File: src/rtl/dcp_pkg.sv
package dcp_pkg;

  typedef enum logic [1:0] {
    CMD_NONE  = 2'd0,
    CMD_FREQ  = 2'd1,
    CMD_PHASE = 2'd2,
    CMD_AMPL  = 2'd3
  } cmd_e;

  typedef enum logic [1:0] {
    BK_OTHER,
    BK_DIGIT,
    BK_LETTER,
    BK_RETURN
  } byte_kind_e;

  typedef struct packed {
    byte_kind_e kind;
    cmd_e       code;
    logic [3:0] digit;
  } byte_class_t;

  localparam logic [7:0] CH_ZERO = 8'h30;
  localparam logic [7:0] CH_NINE = 8'h39;
  localparam logic [7:0] CH_CR   = 8'h0D;
  localparam logic [7:0] CH_LF   = 8'h0A;
  localparam logic [7:0] CH_FREQ = 8'h66;
  localparam logic [7:0] CH_PHS  = 8'h70;
  localparam logic [7:0] CH_AMP  = 8'h61;

  function automatic byte_class_t classify(input logic [7:0] b);
    byte_class_t c;
    logic [7:0]  off;
    off     = b - CH_ZERO;
    c.kind  = BK_OTHER;
    c.code  = CMD_NONE;
    c.digit = off[3:0];
    if (b >= CH_ZERO && b <= CH_NINE) c.kind = BK_DIGIT;
    else begin
      case (b)
        CH_FREQ: begin c.kind = BK_LETTER; c.code = CMD_FREQ;  end
        CH_PHS:  begin c.kind = BK_LETTER; c.code = CMD_PHASE; end
        CH_AMP:  begin c.kind = BK_LETTER; c.code = CMD_AMPL;  end
        CH_CR:   c.kind = BK_RETURN;
        default: c.kind = BK_OTHER;
      endcase
    end
    return c;
  endfunction

endpackage

File: src/rtl/dcp_accum.sv
module dcp_accum #(
  parameter int VALUE_W = 32
) (
  input  logic               clk,
  input  logic               rst,
  input  logic               dig_en,
  input  logic [3:0]         digit,
  input  logic               restart,
  output logic [VALUE_W-1:0] value
);
  logic               fresh_q;
  logic [VALUE_W-1:0] acc_q;
  logic [VALUE_W-1:0] times_ten;

  // x*10 = (x<<3) + (x<<1), truncated to VALUE_W bits
  assign times_ten = (acc_q << 3) + (acc_q << 1);

  always_ff @(posedge clk) begin
    if (rst) begin
      acc_q   <= '0;
      fresh_q <= 1'b1;
    end else if (dig_en) begin
      acc_q   <= fresh_q ? VALUE_W'(digit) : times_ten + VALUE_W'(digit);
      fresh_q <= 1'b0;
    end else if (restart) begin
      fresh_q <= 1'b1;
    end
  end

  assign value = acc_q;

  // without a digit the held number never moves
  p_value_held_r11: assert property (@(posedge clk) disable iff (rst)
    !dig_en |=> $stable(value));
endmodule

File: src/rtl/dcp_echo.sv
module dcp_echo (
  input  logic       clk,
  input  logic       rst,
  input  logic       echo_en,
  input  logic [7:0] echo_byte,
  input  logic       echo_cr,
  input  logic       tx_busy,
  output logic       tx_valid,
  output logic [7:0] tx_byte
);
  import dcp_pkg::*;

  logic lf_pend_q;

  always_ff @(posedge clk) begin
    if (rst) begin
      tx_valid  <= 1'b0;
      tx_byte   <= '0;
      lf_pend_q <= 1'b0;
    end else if (echo_en) begin
      tx_valid  <= 1'b1;
      tx_byte   <= echo_byte;
      lf_pend_q <= lf_pend_q | echo_cr;
    end else if (lf_pend_q && !tx_busy && !tx_valid) begin
      tx_valid  <= 1'b1;
      tx_byte   <= CH_LF;
      lf_pend_q <= 1'b0;
    end else begin
      tx_valid  <= 1'b0;
    end
  end

  p_echo_next_r5: assert property (@(posedge clk) disable iff (rst)
    echo_en |=> tx_valid && tx_byte == $past(echo_byte));

  p_lf_idle_r7: assert property (@(posedge clk) disable iff (rst)
    (tx_valid && tx_byte == CH_LF && !$past(echo_en)) |-> !$past(tx_busy));
endmodule

File: src/rtl/dcp_cmd_hold.sv
module dcp_cmd_hold #(
  parameter int VALUE_W = 32,
  parameter int AMP_W   = 16
) (
  input  logic               clk,
  input  logic               rst,
  input  logic               load,
  input  dcp_pkg::cmd_e      load_code,
  input  logic [VALUE_W-1:0] acc_value,
  input  logic               ack,
  output logic [1:0]         code,
  output logic [VALUE_W-1:0] value
);
  import dcp_pkg::*;

  cmd_e code_q;

  always_ff @(posedge clk) begin
    if (rst) begin
      code_q <= CMD_NONE;
      value  <= '0;
    end else if (load) begin
      code_q <= load_code;
      value  <= (load_code == CMD_AMPL) ? VALUE_W'(acc_value[AMP_W-1:0]) : acc_value;
    end else if (ack) begin
      code_q <= CMD_NONE;
    end
  end

  assign code = code_q;

  p_hold_r8: assert property (@(posedge clk) disable iff (rst)
    (code != 2'd0 && !ack && !load) |=> code == $past(code) && $stable(value));

  p_release_r8: assert property (@(posedge clk) disable iff (rst)
    (ack && !load) |=> code == 2'd0);

  p_amp_field_r9: assert property (@(posedge clk) disable iff (rst)
    (load && load_code == CMD_AMPL) |=> value[VALUE_W-1:AMP_W] == '0);
endmodule

File: src/rtl/dec_cmd_parser.sv
module dec_cmd_parser #(
  parameter int VALUE_W = 32,
  parameter int AMP_W   = 16
) (
  input  logic               clk,
  input  logic               rst,
  input  logic               rx_valid,
  input  logic [7:0]         rx_byte,
  input  logic               tx_busy,
  output logic               tx_valid,
  output logic [7:0]         tx_byte,
  output logic [1:0]         cmd_code,
  output logic [VALUE_W-1:0] cmd_value,
  input  logic               cmd_ack
);
  import dcp_pkg::*;

  byte_class_t        cls;
  logic               is_digit, is_letter, is_cr, known;
  logic [VALUE_W-1:0] acc_value;

  always_comb begin
    cls       = classify(rx_byte);
    is_digit  = rx_valid && cls.kind == BK_DIGIT;
    is_letter = rx_valid && cls.kind == BK_LETTER;
    is_cr     = rx_valid && cls.kind == BK_RETURN;
    known     = is_digit || is_letter || is_cr;
  end

  dcp_accum #(.VALUE_W(VALUE_W)) u_accum (
    .clk     (clk),
    .rst     (rst),
    .dig_en  (is_digit),
    .digit   (cls.digit),
    .restart (is_letter || is_cr),
    .value   (acc_value)
  );

  dcp_echo u_echo (
    .clk       (clk),
    .rst       (rst),
    .echo_en   (known),
    .echo_byte (rx_byte),
    .echo_cr   (is_cr),
    .tx_busy   (tx_busy),
    .tx_valid  (tx_valid),
    .tx_byte   (tx_byte)
  );

  dcp_cmd_hold #(.VALUE_W(VALUE_W), .AMP_W(AMP_W)) u_hold (
    .clk       (clk),
    .rst       (rst),
    .load      (is_letter),
    .load_code (cls.code),
    .acc_value (acc_value),
    .ack       (cmd_ack),
    .code      (cmd_code),
    .value     (cmd_value)
  );

  p_reset_idle_r1: assert property (@(posedge clk) disable iff (rst)
    $past(rst) |-> (cmd_code == 2'd0 && !tx_valid));

  p_no_echo_r6: assert property (@(posedge clk) disable iff (rst)
    (rx_valid && !known && !u_echo.lf_pend_q) |=> !tx_valid);

  p_cr_no_cmd_r4: assert property (@(posedge clk) disable iff (rst)
    (is_cr && cmd_code == 2'd0) |=> cmd_code == 2'd0);
endmodule

File: config.mk
export PLATFORM = sky130hd
export DESIGN_NAME = dec_cmd_parser
export DESIGN_NICKNAME = d
export VERILOG_FILES = /design/src/rtl/dcp_pkg.sv /design/src/rtl/dcp_accum.sv /design/src/rtl/dcp_echo.sv /design/src/rtl/dcp_cmd_hold.sv /design/src/rtl/dec_cmd_parser.sv
export SDC_FILE = /design/constraint.sdc
export NUM_CORES = 1
export LEC_CHECK = 0
export BUFFER_PORTS_ARGS = -buffer_cell sky130_fd_sc_hd__buf_2
export CAP_MARGIN = 10
export CORE_UTILIZATION = 40
export CTS_CLUSTER_SIZE = 20
export DETAILED_ROUTE_END_ITERATION = 10
export HOLD_SLACK_MARGIN = 0.12
export SYNTH_ARGS = -nofsm -noshare
export SYNTH_HDL_FRONTEND = slang
export SYNTH_SLANG_ARGS = --single-unit
File: constraint.sdc
create_clock -name clk -period 6.3 [get_ports clk]
set_input_delay 0 -clock clk [delete_from_list [all_inputs] [get_ports clk]]
set_output_delay 0 -clock clk [all_outputs]
set_load 0.05 [all_outputs]
==> metrics.yaml <==
max_stage_delay_ns: 0.51
row_count: 40
drv_cap: 0
layout_min_cycle_time_ns: 3.21
synth_cells: 615
finalSetupTns_ns: 0
cp_cell_sequence: "inv_1, fa_1, fa_1, nand2b_1, a21oi_2, o311ai_1, a2111oi_2, o21ai_1, o21ai_2, xnor2_1, o21ai_1"
ys_seq_area_share_pct: 31.2
final_layout_size_suffix_gt1_share_pct: 13.8
critPathCaptureType: "flop"
ir_drop_mv: 0.170
yosysUniqueCellTypes: 63
drt_iter0_markers: 181
grt_usage_pct: 19.9
final_common_cell: "nand2_1"
setup_violations: 0
hold_viol: 0
io_buffers: 55
clk_latency_ns: 0.34
max_freq_mhz: 312
worstPathMaxFanout: 4
clk_pin_slew_ns: 0.06
postRouteAntennaNets: 0
final_min_period_over_clock_period_pct: 50.9
antennaDiodeCount: 0
die_width_microns: 113
ys_ff_latch: 77
cts_buffers: 9
ctsHtreeMaxLevel: 3
postSynth.topFlopCell: "dfxtp_1"
io_pins: 56
start_util_pct: 41.1
clk_root_buffer_cell: "clkbuf_16"
avgRoutedWirePerCell_microns: 15.2
antenna_found_initial: 0
cts-hold-fix-buffers: 10
run_status: "finished, final reports clean"
min_to: "u_echo.lf_pend_q"
cp-start-kind: "flop"
p_per_area_nw_per_um2: 181
nNetsFinal: 727
syn-num-nets: 688
layout_common_cells: "nand2_1, dfxtp_1, a21oi_1"
wirelength_microns: 12200
finalMaxSlewViolations: 0
syn_avg_cell_area_sq_um: 8.03
area_delta_synth_final_pct: 13.8
grt_pass1_vias: 4165
cpMaxStageDelayCell: "fa_1"
ctsResizeCount: 0
reg2reg_depth: 11
yosysWarnings: 0
die_h_microns: 113
core_sq_um: 12000
min_from: "tx_busy"
required_ns: 6.51
skew_ns: 0.00714
overflow: 0
clock-sinks: 77
worst_slew_pin_slew_ns: 1.03
critPathBufInv: 1
drtPass1Iterations: 4
dieArea_sq_um: 12800
synth_edf_count: 0
num_vias: 4457
cts_tree: "built"
worstSetupPathType: "flop to flop"
drt_drc_violations_left: 0
path_delay_family: "compound AO/OA/AOI/OAI gates"
hold_path_class: "primary input to flop"
cp_data_arrival_time_ns: 3.41
slew_headroom_pct: 31.2
r2r_slack_ns: 3.09
viasPerCell: 5.53
reg2reg_to: "u_accum.value[30]"
synth_area_sq_um: 4940
postCtsSetupBuffers: 0
dp_hpwl_microns: 8960
gp_congestion: 0.909
min_path_cells: 5
async_reset_ff_share_pct: 0
clockBufferDepth: 2
rsz0062_at_grt: "false"
final_cell_area_sq_um: 5620
worstReg2RegStart: "u_accum.value[0]"
grt_first_pass_wirelength_microns: 20300
crit_start: "u_accum.value[0]"
grt_max_degree: 62
p_leak_nw: 2.49
place_area_sq_um: 5240
## through the flow
step	worst slack (ns)	total power (W)	util (%)	std cells	hold WS [ns]
finish	3.09	0.00102	46.8	806	0.188
CTS	3.11	0.00103	46.8	806	0.176
global placement	3.22	0.000534	43.6	780	0.309
global route	2.96	0.00106	46.8	806	0.232
floorplan	3.44	0.000523	-	615	0.139
detailed placement	3.13	0.000534	43.6	780	0.325
## where the power goes
part / switching, W / internal [W] / total, W
Clock: 0.000212 / 0.000278 / 0.000491
Sequential: 0.000000980 / 0.000488 / 0.000489
Combinational: 0.0000255 / 0.0000128 / 0.0000383
## logic make-up (layout without fill, tap and decap cells)
logic type	count (synthesis)	count (layout)	share of synthesized area, %
multiplexers	5	5	1.01
AO/OA/AOI/OAI	174	174	22.6
buffers and inverters	54	98	4.66
AND/OR/NAND/NOR	218	218	20.2
flip-flops	77	77	31.2
adder cells (fa/ha/maj)	60	60	15.5
XOR/XNOR	27	27	4.79
## synthesized netlist by cell type, drive strengths merged, types with 14 or more instances
cell    instances  area share, %
a21o           14            2.1
a21oi          75            7.8
buf            15            1.7
clkbuf         24            1.8
dfxtp          77             31
ha             58             15
inv            15            1.1
nand2          91            7.0
nand3          23            2.4
nor2           52            4.0
o21ai          31            3.3
xnor2          19            3.4
## worst min-delay path, cell delays in order
cell     delay (ns)
buf_2          0.08
nor2_1         0.04
nand2_1        0.14
o21ai_0        0.09
a21oi_1        0.14
## registers in the layout (all words and copies together), names as in the netlist
register	cells
u_accum.value	32
u_hold.value	32
u_echo.tx_byte	8
u_hold.code	2
u_accum.fresh_q	1
u_echo.lf_pend_q	1
u_echo.tx_valid	1
## metal layers
| layer | share of wire (%) | GRT usage, % | vias to the layer above |
|---|---|---|---|
| met1 | 46 | 24.6 | 2075 |
| met3 | 4.5 | 4.55 | 19 |
| met2 | 48 | 34.5 | 99 |
| met4 | 1.6 | 5.53 | 0 |
| li1 | - | - | 2264 |
| met5 | 0 | 0 | - |
## cell type report
type	instances	area (sq um)
Clock inverter	5	35.0
Sequential cell	77	1540
Multi-Input combinational cell	484	3170
Inverter	15	56.3
Timing Repair Buffer	67	390
Fill cell	1208	6390
Clock buffer	11	243
Tap cell	147	184
## worst max-delay path by stage
stage                                   end  cells after the start
final                     u_accum.value[30]                     11
after CTS                 u_accum.value[30]                     11
after detailed placement  u_accum.value[30]                     11
after global placement    u_accum.value[30]                     11
after floorplan           u_accum.value[30]                     11
after global routing      u_accum.value[30]                     11
Note: power is estimated with default switching activity, not from simulation.
